## config.mk

```make
export PLATFORM = sky130hd
export DESIGN_NAME = fetch_dispatch
export DESIGN_NICKNAME = d
export VERILOG_FILES = /design/src/rtl/fetch_disp_pkg.sv /design/src/rtl/fetch_fifo.sv /design/src/rtl/fetch_unit_timer.sv /design/src/rtl/fetch_run_meter.sv /design/src/rtl/fetch_dispatch.sv
export SDC_FILE = /design/constraint.sdc
export NUM_CORES = 1
export LEC_CHECK = 0
export BUFFER_PORTS_ARGS = -buffer_cell sky130_fd_sc_hd__buf_2
export CAP_MARGIN = 10
export CORE_UTILIZATION = 52
export DETAILED_ROUTE_END_ITERATION = 10
export GPL_ROUTABILITY_DRIVEN = 0
export HOLD_SLACK_MARGIN = 0.15
export PLACE_DENSITY = 0.73
export SETUP_SLACK_MARGIN = 0.2
export SLEW_MARGIN = 5
export SYNTH_ARGS = -nofsm -noshare
export SYNTH_HDL_FRONTEND = slang
export SYNTH_HIERARCHICAL = 1
export SYNTH_SLANG_ARGS = --single-unit
```

## constraint.sdc

```tcl
create_clock -name clk -period 2.7 [get_ports clk]
set_input_delay 0.27 -clock clk [delete_from_list [all_inputs] [get_ports clk]]
set_output_delay 0.27 -clock clk [all_outputs]
set_load 0.03 [all_outputs]
```

## src/rtl/fetch_disp_pkg.sv

```systemverilog
package fetch_disp_pkg;

    typedef enum logic {
        KIND_VTX = 1'b0,
        KIND_TEX = 1'b1
    } fetch_kind_e;

    typedef enum logic [1:0] {
        MTR_IDLE    = 2'd0,
        MTR_ACTIVE  = 2'd1,
        MTR_DRAINED = 2'd2
    } meter_state_e;

endpackage

```

## src/rtl/fetch_fifo.sv

```systemverilog
module fetch_fifo #(
    parameter int DEPTH  = 2,
    parameter int DATA_W = 8,
    localparam int CNT_W = $clog2(DEPTH + 1)
) (
    input  logic              clk,
    input  logic              rst_n,
    input  logic              push,
    input  logic [DATA_W-1:0] push_data,
    input  logic [1:0]        pop_n,
    output logic [CNT_W-1:0]  count,
    output logic [DATA_W-1:0] head0,
    output logic [DATA_W-1:0] head1
);

    logic [DATA_W-1:0] mem_q [DEPTH];
    logic [DATA_W-1:0] mem_d [DEPTH];
    logic [CNT_W-1:0]  cnt_q;
    logic [CNT_W-1:0]  cnt_d;

    // shift out popped entries, then append the new one behind the survivors
    always_comb begin
        int base;
        base = int'(cnt_q) - int'(pop_n);
        for (int i = 0; i < DEPTH; i++) begin
            if (i + int'(pop_n) < DEPTH) begin
                mem_d[i] = mem_q[i + int'(pop_n)];
            end else begin
                mem_d[i] = mem_q[i];
            end
        end
        if (push) begin
            mem_d[base] = push_data;
        end
        cnt_d = CNT_W'(base + int'(push));
    end

    always_ff @(posedge clk or negedge rst_n) begin
        if (!rst_n) begin
            cnt_q <= '0;
            for (int i = 0; i < DEPTH; i++) begin
                mem_q[i] <= '0;
            end
        end else begin
            cnt_q <= cnt_d;
            mem_q <= mem_d;
        end
    end

    assign count = cnt_q;
    assign head0 = mem_q[0];
    assign head1 = mem_q[1];

endmodule

```

## src/rtl/fetch_unit_timer.sv

```systemverilog
module fetch_unit_timer #(
    parameter int LAT = 2,
    localparam int CW = (LAT > 1) ? $clog2(LAT) : 1
) (
    input  logic clk,
    input  logic rst_n,
    input  logic start,
    output logic free
);

    localparam logic [CW-1:0] LOAD = CW'(LAT - 1);

    logic [CW-1:0] busy_q;

    always_ff @(posedge clk or negedge rst_n) begin
        if (!rst_n) begin
            busy_q <= '0;
        end else if (start) begin
            busy_q <= LOAD;
        end else if (busy_q != '0) begin
            busy_q <= busy_q - 1'b1;
        end
    end

    assign free = (busy_q == '0);

endmodule

```

## src/rtl/fetch_run_meter.sv

```systemverilog
module fetch_run_meter
    import fetch_disp_pkg::*;
#(
    parameter int CNT_W = 16
) (
    input  logic             clk,
    input  logic             rst_n,
    input  logic             accept,
    input  logic             drained,
    output logic [CNT_W-1:0] cycles,
    output logic             done
);

    meter_state_e     st_q;
    meter_state_e     st_d;
    logic [CNT_W-1:0] cyc_q;

    always_comb begin
        st_d = st_q;
        unique case (st_q)
            MTR_IDLE:    if (accept) st_d = MTR_ACTIVE;
            MTR_ACTIVE:  if (drained && !accept) st_d = MTR_DRAINED;
            MTR_DRAINED: if (accept) st_d = MTR_ACTIVE;
            default:     st_d = MTR_IDLE;
        endcase
    end

    always_ff @(posedge clk or negedge rst_n) begin
        if (!rst_n) begin
            st_q <= MTR_IDLE;
        end else begin
            st_q <= st_d;
        end
    end

    always_ff @(posedge clk or negedge rst_n) begin
        if (!rst_n) begin
            cyc_q <= '0;
        end else if (st_q != MTR_ACTIVE && accept) begin
            cyc_q <= CNT_W'(1);
        end else if (st_q == MTR_ACTIVE && st_d == MTR_ACTIVE && cyc_q != '1) begin
            cyc_q <= cyc_q + 1'b1;
        end
    end

    always_comb begin
        cycles = cyc_q;
        done   = (st_q == MTR_DRAINED);
    end

endmodule

```

## src/rtl/fetch_dispatch.sv

```systemverilog
module fetch_dispatch
    import fetch_disp_pkg::*;
#(
    parameter int TAG_W   = 8,
    parameter int QDEPTH  = 2,
    parameter int VTX_LAT = 2,
    parameter int TEX_LAT = 1,
    parameter int UNIFIED = 0,
    parameter int CNT_W   = 16
) (
    input  logic             clk,
    input  logic             rst_n,
    input  logic             req_valid,
    input  logic             req_kind,
    input  logic [TAG_W-1:0] req_tag,
    output logic             req_ready,
    output logic             vtx_issue,
    output logic [TAG_W-1:0] vtx_tag,
    output logic             tex_issue,
    output logic [TAG_W-1:0] tex_tag,
    output logic [CNT_W-1:0] run_cycles,
    output logic             run_done
);

    localparam int UQ_DEPTH = 2 * QDEPTH;
    localparam int ENT_W    = TAG_W + 1;
    localparam int SC_W     = $clog2(QDEPTH + 1);
    localparam int UC_W     = $clog2(UQ_DEPTH + 1);

    fetch_kind_e in_kind;
    logic        accept;
    logic        vtx_free;
    logic        tex_free;
    logic        queues_empty;
    logic        drained;

    assign in_kind = fetch_kind_e'(req_kind);
    assign accept  = req_valid && req_ready;

    generate
        if (UNIFIED == 0) begin : g_split
            localparam logic [SC_W-1:0] FULL = SC_W'(QDEPTH);

            logic [SC_W-1:0]  v_count;
            logic [SC_W-1:0]  t_count;
            logic [TAG_W-1:0] v_head;
            logic [TAG_W-1:0] t_head;
            logic [TAG_W-1:0] v_head1_unused;
            logic [TAG_W-1:0] t_head1_unused;
            logic             v_go;
            logic             t_go;

            assign v_go = (v_count != '0) && vtx_free;
            assign t_go = (t_count != '0) && tex_free;

            fetch_fifo #(.DEPTH(QDEPTH), .DATA_W(TAG_W)) u_vtx_q (
                .clk       (clk),
                .rst_n     (rst_n),
                .push      (accept && (in_kind == KIND_VTX)),
                .push_data (req_tag),
                .pop_n     ({1'b0, v_go}),
                .count     (v_count),
                .head0     (v_head),
                .head1     (v_head1_unused)
            );

            fetch_fifo #(.DEPTH(QDEPTH), .DATA_W(TAG_W)) u_tex_q (
                .clk       (clk),
                .rst_n     (rst_n),
                .push      (accept && (in_kind == KIND_TEX)),
                .push_data (req_tag),
                .pop_n     ({1'b0, t_go}),
                .count     (t_count),
                .head0     (t_head),
                .head1     (t_head1_unused)
            );

            assign req_ready    = (in_kind == KIND_VTX) ? (v_count != FULL) : (t_count != FULL);
            assign vtx_issue    = v_go;
            assign vtx_tag      = v_head;
            assign tex_issue    = t_go;
            assign tex_tag      = t_head;
            assign queues_empty = (v_count == '0) && (t_count == '0);
        end else begin : g_unified
            localparam logic [UC_W-1:0] FULL = UC_W'(UQ_DEPTH);

            logic [UC_W-1:0]  u_count;
            logic [ENT_W-1:0] h0;
            logic [ENT_W-1:0] h1;
            fetch_kind_e      k0;
            fetch_kind_e      k1;
            logic             free0;
            logic             free1;
            logic             go0;
            logic             go1;
            logic             v_from0;
            logic             t_from0;

            assign k0    = fetch_kind_e'(h0[TAG_W]);
            assign k1    = fetch_kind_e'(h1[TAG_W]);
            assign free0 = (k0 == KIND_VTX) ? vtx_free : tex_free;
            assign free1 = (k1 == KIND_VTX) ? vtx_free : tex_free;

            // head first; the next entry rides along only onto the other unit
            assign go0 = (u_count != '0) && free0;
            assign go1 = go0 && (u_count >= UC_W'(2)) && (k1 != k0) && free1;

            fetch_fifo #(.DEPTH(UQ_DEPTH), .DATA_W(ENT_W)) u_shared_q (
                .clk       (clk),
                .rst_n     (rst_n),
                .push      (accept),
                .push_data ({req_kind, req_tag}),
                .pop_n     ({1'b0, go0} + {1'b0, go1}),
                .count     (u_count),
                .head0     (h0),
                .head1     (h1)
            );

            assign v_from0      = go0 && (k0 == KIND_VTX);
            assign t_from0      = go0 && (k0 == KIND_TEX);
            assign vtx_issue    = v_from0 || (go1 && (k1 == KIND_VTX));
            assign tex_issue    = t_from0 || (go1 && (k1 == KIND_TEX));
            assign vtx_tag      = v_from0 ? h0[TAG_W-1:0] : h1[TAG_W-1:0];
            assign tex_tag      = t_from0 ? h0[TAG_W-1:0] : h1[TAG_W-1:0];
            assign req_ready    = (u_count != FULL);
            assign queues_empty = (u_count == '0);
        end
    endgenerate

    fetch_unit_timer #(.LAT(VTX_LAT)) u_vtx_timer (
        .clk   (clk),
        .rst_n (rst_n),
        .start (vtx_issue),
        .free  (vtx_free)
    );

    fetch_unit_timer #(.LAT(TEX_LAT)) u_tex_timer (
        .clk   (clk),
        .rst_n (rst_n),
        .start (tex_issue),
        .free  (tex_free)
    );

    assign drained = queues_empty && vtx_free && tex_free;

    fetch_run_meter #(.CNT_W(CNT_W)) u_meter (
        .clk     (clk),
        .rst_n   (rst_n),
        .accept  (accept),
        .drained (drained),
        .cycles  (run_cycles),
        .done    (run_done)
    );

endmodule

```

==> flow_summary.yaml, run 1 <==
logic_synthesis:
  yosys_warnings: 6
  synth_cell_type_count: 37
  yosysTopAreaCell: "dfrtp_1"
  async_reset_ff_share_pct: 100
  syn_inst: 246
  syn_area_um2: 2770
  syn_area_per_cell_um2: 11.2
  synth-main-ff-cell: "dfrtp_1"
  synth_common_cells: "dfrtp_1 (55), nor2_1 (31), a21oi_1 (21)"
  synth_edf_count: 0
  ys_ff_latch: 55
  ys_seq_area_share_pct: 49.8
  synthTopCellsByArea: "dfrtp_1 (50%), mux2_4 (8.7%), mux2i_1 (7.2%)"
  yosysMostFrequentCell: "dfrtp_1"
  netlist.area_leader.share_pct: 49.8
run_status:
  outcome: "finished clean"
die:
  die_y_um: 74.9
  start_util_pct: 54.2
  core-area_um2: 5110
  io_pins: 48
  die_w_um: 74.9
  die_area_um2: 5620
  num_rows: 26
setup_path:
  reg2reg_to: "g_split.u_tex_q/head1[1]"
  slowest_stage: "fa_1"
  start_kind: "register"
  crit_type: "register to register"
  cp-end-kind: "register"
  crit_required_ps: 2900
  crit_path_cell_trace: "o21a_1 > ha_1 > fa_1 > and4bb_2 > mux2_4"
  worstPathMaxFanout: 8
  reg2regPathDepth: 5
  cp.arrival_ps: 2510
  slowest_delay_ps: 560
  rr_startpoint: "g_split.u_tex_q/count[0]"
  rrSetupSlack_ps: 390
global_routing:
  grt_pass1_wl_um: 8630
  grt_max_degree: 42
  grt_pass1_vias: 1877
  antenna_found_initial: 0
  gr-total-overflow: 0
  grt_usage_pct: 20.6
power_and_ir_drop:
  p_leak_nw: 1.58
  internal_power_w: 0.00205
  ir_drop_v: 0.000579
  switching_share_pct: 41.9
  power.switching_w: 0.00148
  combPwrFrac_pct: 47.0
  p_per_area_nw_per_um2: 1110
  seqPwrFrac_pct: 39.8
  clkPwrFrac_pct: 13.2
final_layout:
  fin_nets: 320
  fill_cells: 429
  antennaDiodeCount: 0
  final_cells: 372
  area_growth_pct: 15.0
  drive_gt1_share_pct: 27.8
detailed_routing:
  drt-total-wl_um: 5290
  viasPerCell: 5.22
  num_vias: 1941
  firstDrtPassIters: 4
  ant_nets: 0
  wire_per_inst_um: 14.2
  drc: 0
  dr.first_iter.drc_count: 116
job:
  maxCapViolCount: 0
hold_path:
  hold_start: "req_tag[7]"
  holdCritPathClass: "primary input to register"
  min_to: "g_split.u_tex_q/head1[7]"
  holdPathStages: 2
timing:
  slew_headroom_pct: 40.0
  period_needed_ps: 2310
  worstMarginPinSlew_ps: 900
  grt_setup_unrepaired: "no"
  tns_ps: 0
  fmax_ghz: 0.433
  hold_viol: 0
  fin_skew_ps: 5.05
  slew_viol_final: 0
  setup_viol: 0
  min_period_over_period_pct: 85.4
clock_tree:
  clk_pin_slew_ps: 100
  post_cts.repair.setup_buffers: 0
  cts.path.max_buffers: 2
  cts_root_buffer: "clkbuf_8"
  clkLatencyLatePin_ps: 300
  cts_sinks: 55
  cts_made_buffers: 5
  cts_max_level: 2
  cts_tree: "yes"
placement:
  dp_cells: 363
  port_buffers: 47
  dp_hpwl_um: 3910
## critical path, delay by kind of cell, from the launching register on
kind | cells | cell delay, ps
AOI/OAI and AO/OA | 1 | 220
adders and majority gates | 2 | 770
DFF | 1 | 420
muxes | 1 | 340
and+or+nand+nor | 1 | 460
## layout make-up
| type | instances | area [µm²] | area share [%] |
|---|---|---|---|
| Tap cell | 70 | 87.6 | 2.75 |
| Multi-Input combinational cell | 177 | 1310 | 41.1 |
| Inverter | 9 | 33.8 | 1.06 |
| Sequential cell | 55 | 1380 | 43.3 |
| Timing Repair Buffer | 53 | 283 | 8.89 |
| Clock inverter | 3 | 22.5 | 0.708 |
| Clock buffer | 5 | 68.8 | 2.16 |
## metrics by stage
stage	setup slack (ps)	area (µm²)	utilization [%]	total power, W	hold slack, ps
2_1_floorplan	406	2780	-	0.00265	-25.6
3_3_place_gp	368	3080	60.3	0.00301	446
3_5_place_dp	294	3080	60.3	0.00308	454
4_1_cts	280	3180	62.3	0.00356	238
5_1_grt	235	3180	62.3	0.00377	242
6_report	393	3180	62.3	0.00353	254
## layout by cell type, fill, tap and decap left out, drive strengths merged
master,Yosys,routed
xnor2,9,9
ha,5,5
o21ai,3,3
conb,2,5
nor2,31,31
and3,5,5
inv,9,11
nand4,7,7
nand4b,2,2
nand3,6,6
mux2,16,16
clkinv,0,1
and2b,1,1
a211oi,1,1
nand2,12,12
or2,1,1
and2,4,4
dlygate4sd3,0,1
mux2i,20,20
or3,1,1
nor3b,1,1
and4bb,2,2
nor4,4,4
nor3,6,6
clkbuf,1,5
o21a,3,3
dfrtp,55,55
buf,7,52
nor2b,5,5
fa,2,2
a21oi,21,21
nand2b,1,1
xor2,3,3
## cell families (layout without fill, tap and decap cells)
group | count (synthesis) | count (layout) | synth area share, %
XOR/XNOR | 12 | 12 | 3.80
AND/OR/NAND/NOR | 89 | 89 | 17.6
multiplexers | 36 | 36 | 15.9
adder cells (fa/ha/maj) | 7 | 7 | 3.71
AO/OA/AOI/OAI | 28 | 28 | 5.56
buffers and inverters | 17 | 70 | 3.35
other | 2 | 5 | 0.271
flip-flops | 55 | 55 | 49.8
## how the worst max path moves through the flow
| stage | from | to | slack (ps) |
|---|---|---|---|
| 2_1_floorplan | g_split.u_vtx_q/count[0] | g_split.u_vtx_q/head1[0] | 410 |
| 3_3_place_gp | g_split.u_tex_q/count[0] | g_split.u_tex_q/head1[3] | 370 |
| 3_5_place_dp | g_split.u_tex_q/count[0] | g_split.u_tex_q/head1[1] | 290 |
| 4_1_cts | g_split.u_tex_q/count[0] | g_split.u_tex_q/head1[1] | 280 |
| 5_1_grt | g_split.u_vtx_q/count[1] | u_meter/cycles[14] | 240 |
| 6_report | g_split.u_tex_q/count[0] | g_split.u_tex_q/head1[1] | 390 |
## state kept, by name (all words and copies together), names as in the netlist
register	count
u_meter/cycles	16
g_split.u_tex_q/head0	8
g_split.u_tex_q/head1	8
g_split.u_vtx_q/head0	8
g_split.u_vtx_q/head1	8
g_split.u_tex_q/count	2
g_split.u_vtx_q/count	2
u_meter/st_q	2
u_vtx_timer/busy_q	1
## power by group through the flow
stage               clock, W  sequential (W)  combinational (W)
finish              0.000467         0.00140            0.00166
global route        0.000514         0.00145            0.00181
CTS                 0.000484         0.00140            0.00167
detailed placement         0         0.00141            0.00167
global placement           0         0.00140            0.00161
floorplan                  0         0.00168           0.000964
## metal layers
metal / track usage (%) / part of all wire (%) / wire length [µm] / up-vias
li1: - / - / - / 953
met1: 28.3 / 48 / 2540 / 952
met2: 33.9 / 49 / 2570 / 34
met4: 5.24 / 0.51 / 27 / 0
met5: 0 / 0 / 0 / -
met3: 3.88 / 2.9 / 154 / 2
## what timing repair did
action	in CTS	in global routing
endpoints found under the hold margin	39	0
hold buffers	1	0
setup endpoints to repair	0	2
resized for setup	0	1
No activity file was read; power rests on OpenSTA's default activity.
==> run 2: changes to the inputs <==
--- a/config.mk
+++ b/config.mk
@@ -5,13 +5,13 @@
 export SDC_FILE = /design/constraint.sdc
 export NUM_CORES = 1
 export LEC_CHECK = 0
-export BUFFER_PORTS_ARGS = -buffer_cell sky130_fd_sc_hd__buf_2
 export CAP_MARGIN = 10
 export CORE_UTILIZATION = 52
 export DETAILED_ROUTE_END_ITERATION = 10
+export DONT_BUFFER_PORTS = 1
 export GPL_ROUTABILITY_DRIVEN = 0
 export HOLD_SLACK_MARGIN = 0.15
-export PLACE_DENSITY = 0.73
+export PLACE_DENSITY = 0.65
 export SETUP_SLACK_MARGIN = 0.2
 export SLEW_MARGIN = 5
 export SYNTH_ARGS = -nofsm -noshare
==> run 2 against run 1 <==
Clock power is 1% lower. Sequential power is 19% higher. Worst hold slack better by 56 ps. Via count is 6.4% lower. Clock skew is 2.1 ps lower. Utilization is 1.8 points lower. Fmax is 0.79% lower. Largest cell class unchanged. Critical path depth stayed put. Largest power group is now registers.
==> flow_summary.yaml, run 2 (synthesized netlist as in run 1, its figures left out) <==
run_status:
  outcome: "finished clean"
die:
  start_util_pct: 54.2
  core-area_um2: 5110
  die_y_um: 74.9
  die_area_um2: 5620
  die_w_um: 74.9
  num_rows: 26
  io_pins: 48
detailed_routing:
  viasPerCell: 5.36
  firstDrtPassIters: 4
  ant_nets: 0
  wire_per_inst_um: 15.1
  drt-total-wl_um: 5120
  dr.first_iter.drc_count: 72
  drc: 0
  num_vias: 1817
placement:
  port_buffers: 0
  dp_hpwl_um: 3560
  place_ws_ps: 267
job:
  maxCapViolCount: 0
setup_path:
  crit_family: "adder cells"
  cp-end-kind: "register"
  slowest_stage: "fa_1"
  cp.arrival_ps: 2520
  start_kind: "register"
  crit_required_ps: 2900
  cp.buffers_inverters: 0
  crit_path_cell_trace: "o21a_1 > ha_1 > fa_1 > and4bb_2 > mux2_4"
  slowest_delay_ps: 570
  worstPathMaxFanout: 8
  crit_type: "register to register"
timing:
  hold_viol: 0
  setup_ws_ps: 375
  fin_skew_ps: 2.98
  whs_ps: 310
  slew_viol_final: 0
  tns_ps: 0
  grt_setup_unrepaired: "no"
  period_needed_ps: 2330
  setup_viol: 0
  slew_headroom_pct: 54.7
  min_period_over_period_pct: 86.1
  fmax_ghz: 0.430
  worstMarginPinSlew_ps: 678
power_and_ir_drop:
  p_leak_nw: 1.43
  switching_share_pct: 41.8
  seqPwrFrac_pct: 49.2
  internal_power_w: 0.00197
  power.switching_w: 0.00142
  p_per_area_nw_per_um2: 1100
  ir_drop_v: 0.000586
  clkPwrFrac_pct: 13.6
  combPwrFrac_pct: 37.2
global_routing:
  grt_pass1_vias: 1767
  grt_pass1_wl_um: 8370
  grt_max_degree: 56
  grt_usage_pct: 20.0
  gr-total-overflow: 0
  antenna_found_initial: 0
final_layout:
  final_cell_mix: "dfrtp_1 (55), nor2_1 (31), a21oi_1 (21)"
  drive_gt1_share_pct: 15.6
  layout_commonest_cell: "dfrtp_1"
  antennaDiodeCount: 0
  fin_nets: 287
  largest_reg_flops: 16
  area_growth_pct: 11.6
  fill_cells: 435
clock_tree:
  cts.path.max_buffers: 2
  clkLatencyLatePin_ps: 300
  cts_sinks: 55
  cts_made_buffers: 5
  clk_pin_slew_ps: 100
  cts_max_level: 2
  cts_tree: "yes"
  cts_root_buffer: "clkbuf_8"
hold_path:
  holdCritPathClass: "primary input to register"
==> run 2: changes by cell type in the layout (fill, tap and decap cells not counted) <==
cell / before / now
inv_6: 2 / 1
clkinv_2: 1 / 0
clkinvlp_4: 0 / 1
buf_2: 47 / 0
dlygate4sd3_1: 1 / 9
buf_4: 5 / 10
clkbuf_1: 0 / 1
buf_16: 0 / 1
==> run 2: repair_timing <==
item	4_1_cts	5_1_grt
hold endpoints to repair	87	0
setup endpoints to repair	0	8
buffers inserted	0	0
hold buffers	10	0
resized for setup	0	1
==> run 2: through the flow <==
stage | cell area (µm²) | power (W) | utilization [%] | instances
4_1_cts | 3090 | 0.00343 | 60.5 | 339
3_5_place_dp | 2880 | 0.00292 | 56.4 | 321
3_3_place_gp | 2880 | 0.00288 | 56.4 | 321
2_1_floorplan | 2780 | 0.00265 | - | 249
5_1_grt | 3090 | 0.00365 | 60.5 | 339
6_report | 3090 | 0.00339 | 60.5 | 339
==> run 2: cell type report <==
type                    count  area [µm²]  area share [%]
inverters                   9        33.8            1.09
multi-input cells         177        1310            42.4
well taps                  70        87.6            2.84
flip-flops and latches     55        1380            44.6
clock buffers               6        72.6            2.35
repair buffers             20         193            6.24
clock inverters             2        16.3           0.527
==> run 2: final timing paths <==
| kind | start | endpoint | slack, ps | cells after the start |
|---|---|---|---|---|
| min | req_kind | u_meter/st_q[1] | 310 | 3 |
| min reg2reg | u_meter/st_q[1] | u_meter/st_q[0] | 490 | 1 |
| max | g_split.u_vtx_q/count[0] | g_split.u_vtx_q/head1[7] | 370 | 5 |
| min in group asynchronous | rst_n | u_meter/cycles[8] | 500 | 2 |
| max reg2reg | g_split.u_vtx_q/count[0] | g_split.u_vtx_q/head1[7] | 370 | 5 |
| max in group asynchronous | rst_n | g_split.u_vtx_q/head1[3] | 1970 | 2 |
==> run 2: power groups by stage <==
stage / logic [W] / registers [W] / clock network [W]
after floorplan: 0.000964 / 0.00168 / 0
after global placement: 0.00120 / 0.00168 / 0
after detailed placement: 0.00123 / 0.00169 / 0
after CTS: 0.00127 / 0.00167 / 0.000481
after global routing: 0.00142 / 0.00171 / 0.000507
final: 0.00126 / 0.00167 / 0.000461
==> run 2: metal layers <==
| layer | global-route usage, % | vias up | share of wire, % |
|---|---|---|---|
| met5 | 0 | - | 0 |
| met4 | 6.92 | 0 | 1.2 |
| met3 | 5.62 | 6 | 5.6 |
| met2 | 31.5 | 42 | 45 |
| met1 | 26.5 | 877 | 48 |
| li1 | - | 892 | - |
==> run 2: worst min-delay path, cell delays in order <==
cell and delay (ps):
a211oi_1 50, buf_4 150, nor2_1 110
==> run 3: changes to the inputs <==
--- a/config.mk
+++ b/config.mk
@@ -6,6 +6,7 @@
 export NUM_CORES = 1
 export LEC_CHECK = 0
 export CAP_MARGIN = 10
+export CORE_MARGIN = 4
 export CORE_UTILIZATION = 52
 export DETAILED_ROUTE_END_ITERATION = 10
 export DONT_BUFFER_PORTS = 1
==> run 3 against run 2 <==
Final cell count shrank 0.29%. Largest cell class unchanged. Combinational power is essentially flat. Register-to-register slack gained 20 ps. Die area grew 17%. Flip-flop and latch count is the same. Final area is essentially flat. Count of clock-buffer cells in the layout grew 1. Utilization shrank 0.41 points.
==> flow_summary.yaml, run 3 (synthesized netlist as in run 1, its figures left out) <==
run_status:
  outcome: "finished clean"
power_and_ir_drop:
  ir_drop_v: 0.000599
  p_per_area_nw_per_um2: 1110
  p_total_w: 0.00341
  p_leak_nw: 1.43
setup_path:
  cp-end-kind: "register"
  crit_type: "register to register"
  crit_path_cell_trace: "o21a_1 > ha_1 > fa_1 > and4bb_2 > mux2_4"
  worstPathMaxFanout: 8
  rr_startpoint: "g_split.u_vtx_q/count[0]"
  slowest_delay_ps: 560
  cp.arrival_ps: 2500
  start_kind: "register"
  slowest_stage: "fa_1"
  crit_required_ps: 2890
  startpoint: "g_split.u_vtx_q/count[0]"
placement:
  dp_hpwl_um: 3690
  dp_cells: 320
  port_buffers: 0
clock_tree:
  post_cts.repair.setup_buffers: 0
  cts_sinks: 55
  cts_root_buffer: "clkbuf_8"
  cts_max_level: 2
  cts_made_buffers: 5
  cts_tree: "yes"
  clkLatencyLatePin_ps: 310
  clk_pin_slew_ps: 90
  cts.path.max_buffers: 2
detailed_routing:
  firstDrtPassIters: 4
  dr.first_iter.drc_count: 84
  viasPerCell: 5.27
  drc: 0
  num_vias: 1782
  wire_per_inst_um: 15.8
  drt-total-wl_um: 5330
  ant_nets: 0
die:
  die_w_um: 80.9
  die_area_um2: 6550
  io_pins: 48
  core-area_um2: 5140
  num_rows: 26
  start_util_pct: 53.8
  die_y_um: 80.9
final_layout:
  regArea_um2: 1380
  final_cell_mix: "dfrtp_1 (55), nor2_1 (31), a21oi_1 (21)"
  fill_cells: 459
  largest_reg_flops: 16
  final_cells: 338
  area_growth_pct: 11.6
  drive_gt1_share_pct: 15.3
  fin_nets: 286
  antennaDiodeCount: 0
  layout_commonest_cell: "dfrtp_1"
  multiInputGateArea_um2: 1310
timing:
  fmax_ghz: 0.433
  slew_headroom_pct: 56.4
  setup_viol: 0
  whs_ps: 284
  worstMarginPinSlew_ps: 652
  period_needed_ps: 2310
  slew_viol_final: 0
  grt_setup_unrepaired: "no"
  fin_skew_ps: 8.62
  hold_viol: 0
  min_period_over_period_pct: 85.5
  tns_ps: 0
global_routing:
  grt_max_degree: 56
  grt_pass1_wl_um: 8970
  grt_pass1_vias: 1783
  grt_usage_pct: 18.1
  gr-total-overflow: 0
  antenna_found_initial: 0
hold_path:
  holdCritPathClass: "primary input to register"
  hold_start: "req_kind"
job:
  maxCapViolCount: 0
[run 3: routing by layer]
| layer | global-route usage (%) | vias to the layer above | wire (µm) |
|---|---|---|---|
| li1 | - | 892 | - |
| met1 | 24.1 | 844 | 2420 |
| met2 | 27.3 | 39 | 2450 |
| met3 | 6.21 | 7 | 379 |
| met4 | 6.59 | 0 | 79 |
| met5 | 0 | - | 0 |
[run 3: cell type report]
type	instances	area share, %
clock buffer	7	2.80
clock inverter	1	0.284
inverter	9	1.09
multi-input combinational	177	42.4
sequential	55	44.6
tap	70	2.84
timing repair buffer	19	6.00
[run 3: worst max-delay path, delay by kind of cell, from the launching register on]
kind	cells	cell delay [ps]
multiplexers	1	330
AO/OA/AOI/OAI	1	220
AND/OR/NAND/NOR	1	460
flip-flops	1	420
adder cells (fa/ha/maj)	2	770
[run 3: path summary, 6_finish.rpt]
kind / to / slack (ps) / cells past startpoint
setup reg to reg: g_split.u_vtx_q/head1[7] / 390 / 5
min in group asynchronous: u_meter/cycles[13] / 480 / 2
hold / removal: u_meter/st_q[1] / 280 / 3
setup / recovery: g_split.u_vtx_q/head1[7] / 390 / 5
max in group asynchronous: g_split.u_vtx_q/head0[3] / 1970 / 2
hold reg to reg: u_meter/st_q[0] / 490 / 1
[run 3: power breakdown]
part | switching (W) | internal [W] | total [W]
sequential | 0.000525 | 0.00115 | 0.00168
combinational | 0.000637 | 0.000632 | 0.00127
clock | 0.000255 | 0.000211 | 0.000465
total | 0.00142 | 0.00200 | 0.00341
[run 3: per-stage QoR]
| stage | setup slack [ps] | util, % | area (µm²) |
|---|---|---|---|
| 2_1_floorplan | 406 | - | 2780 |
| 3_3_place_gp | 348 | 55.9 | 2870 |
| 3_5_place_dp | 317 | 55.9 | 2870 |
| 4_1_cts | 280 | 60.1 | 3090 |
| 5_1_grt | 294 | 60.1 | 3090 |
| 6_report | 391 | 60.1 | 3090 |
[run 3: timing repair]
item | 4_1_cts | 5_1_grt
endpoints found under the setup margin | 0 | 7
hold buffers | 10 | 0
gates resized for setup | 0 | 1
endpoints found under the hold margin | 87 | 0
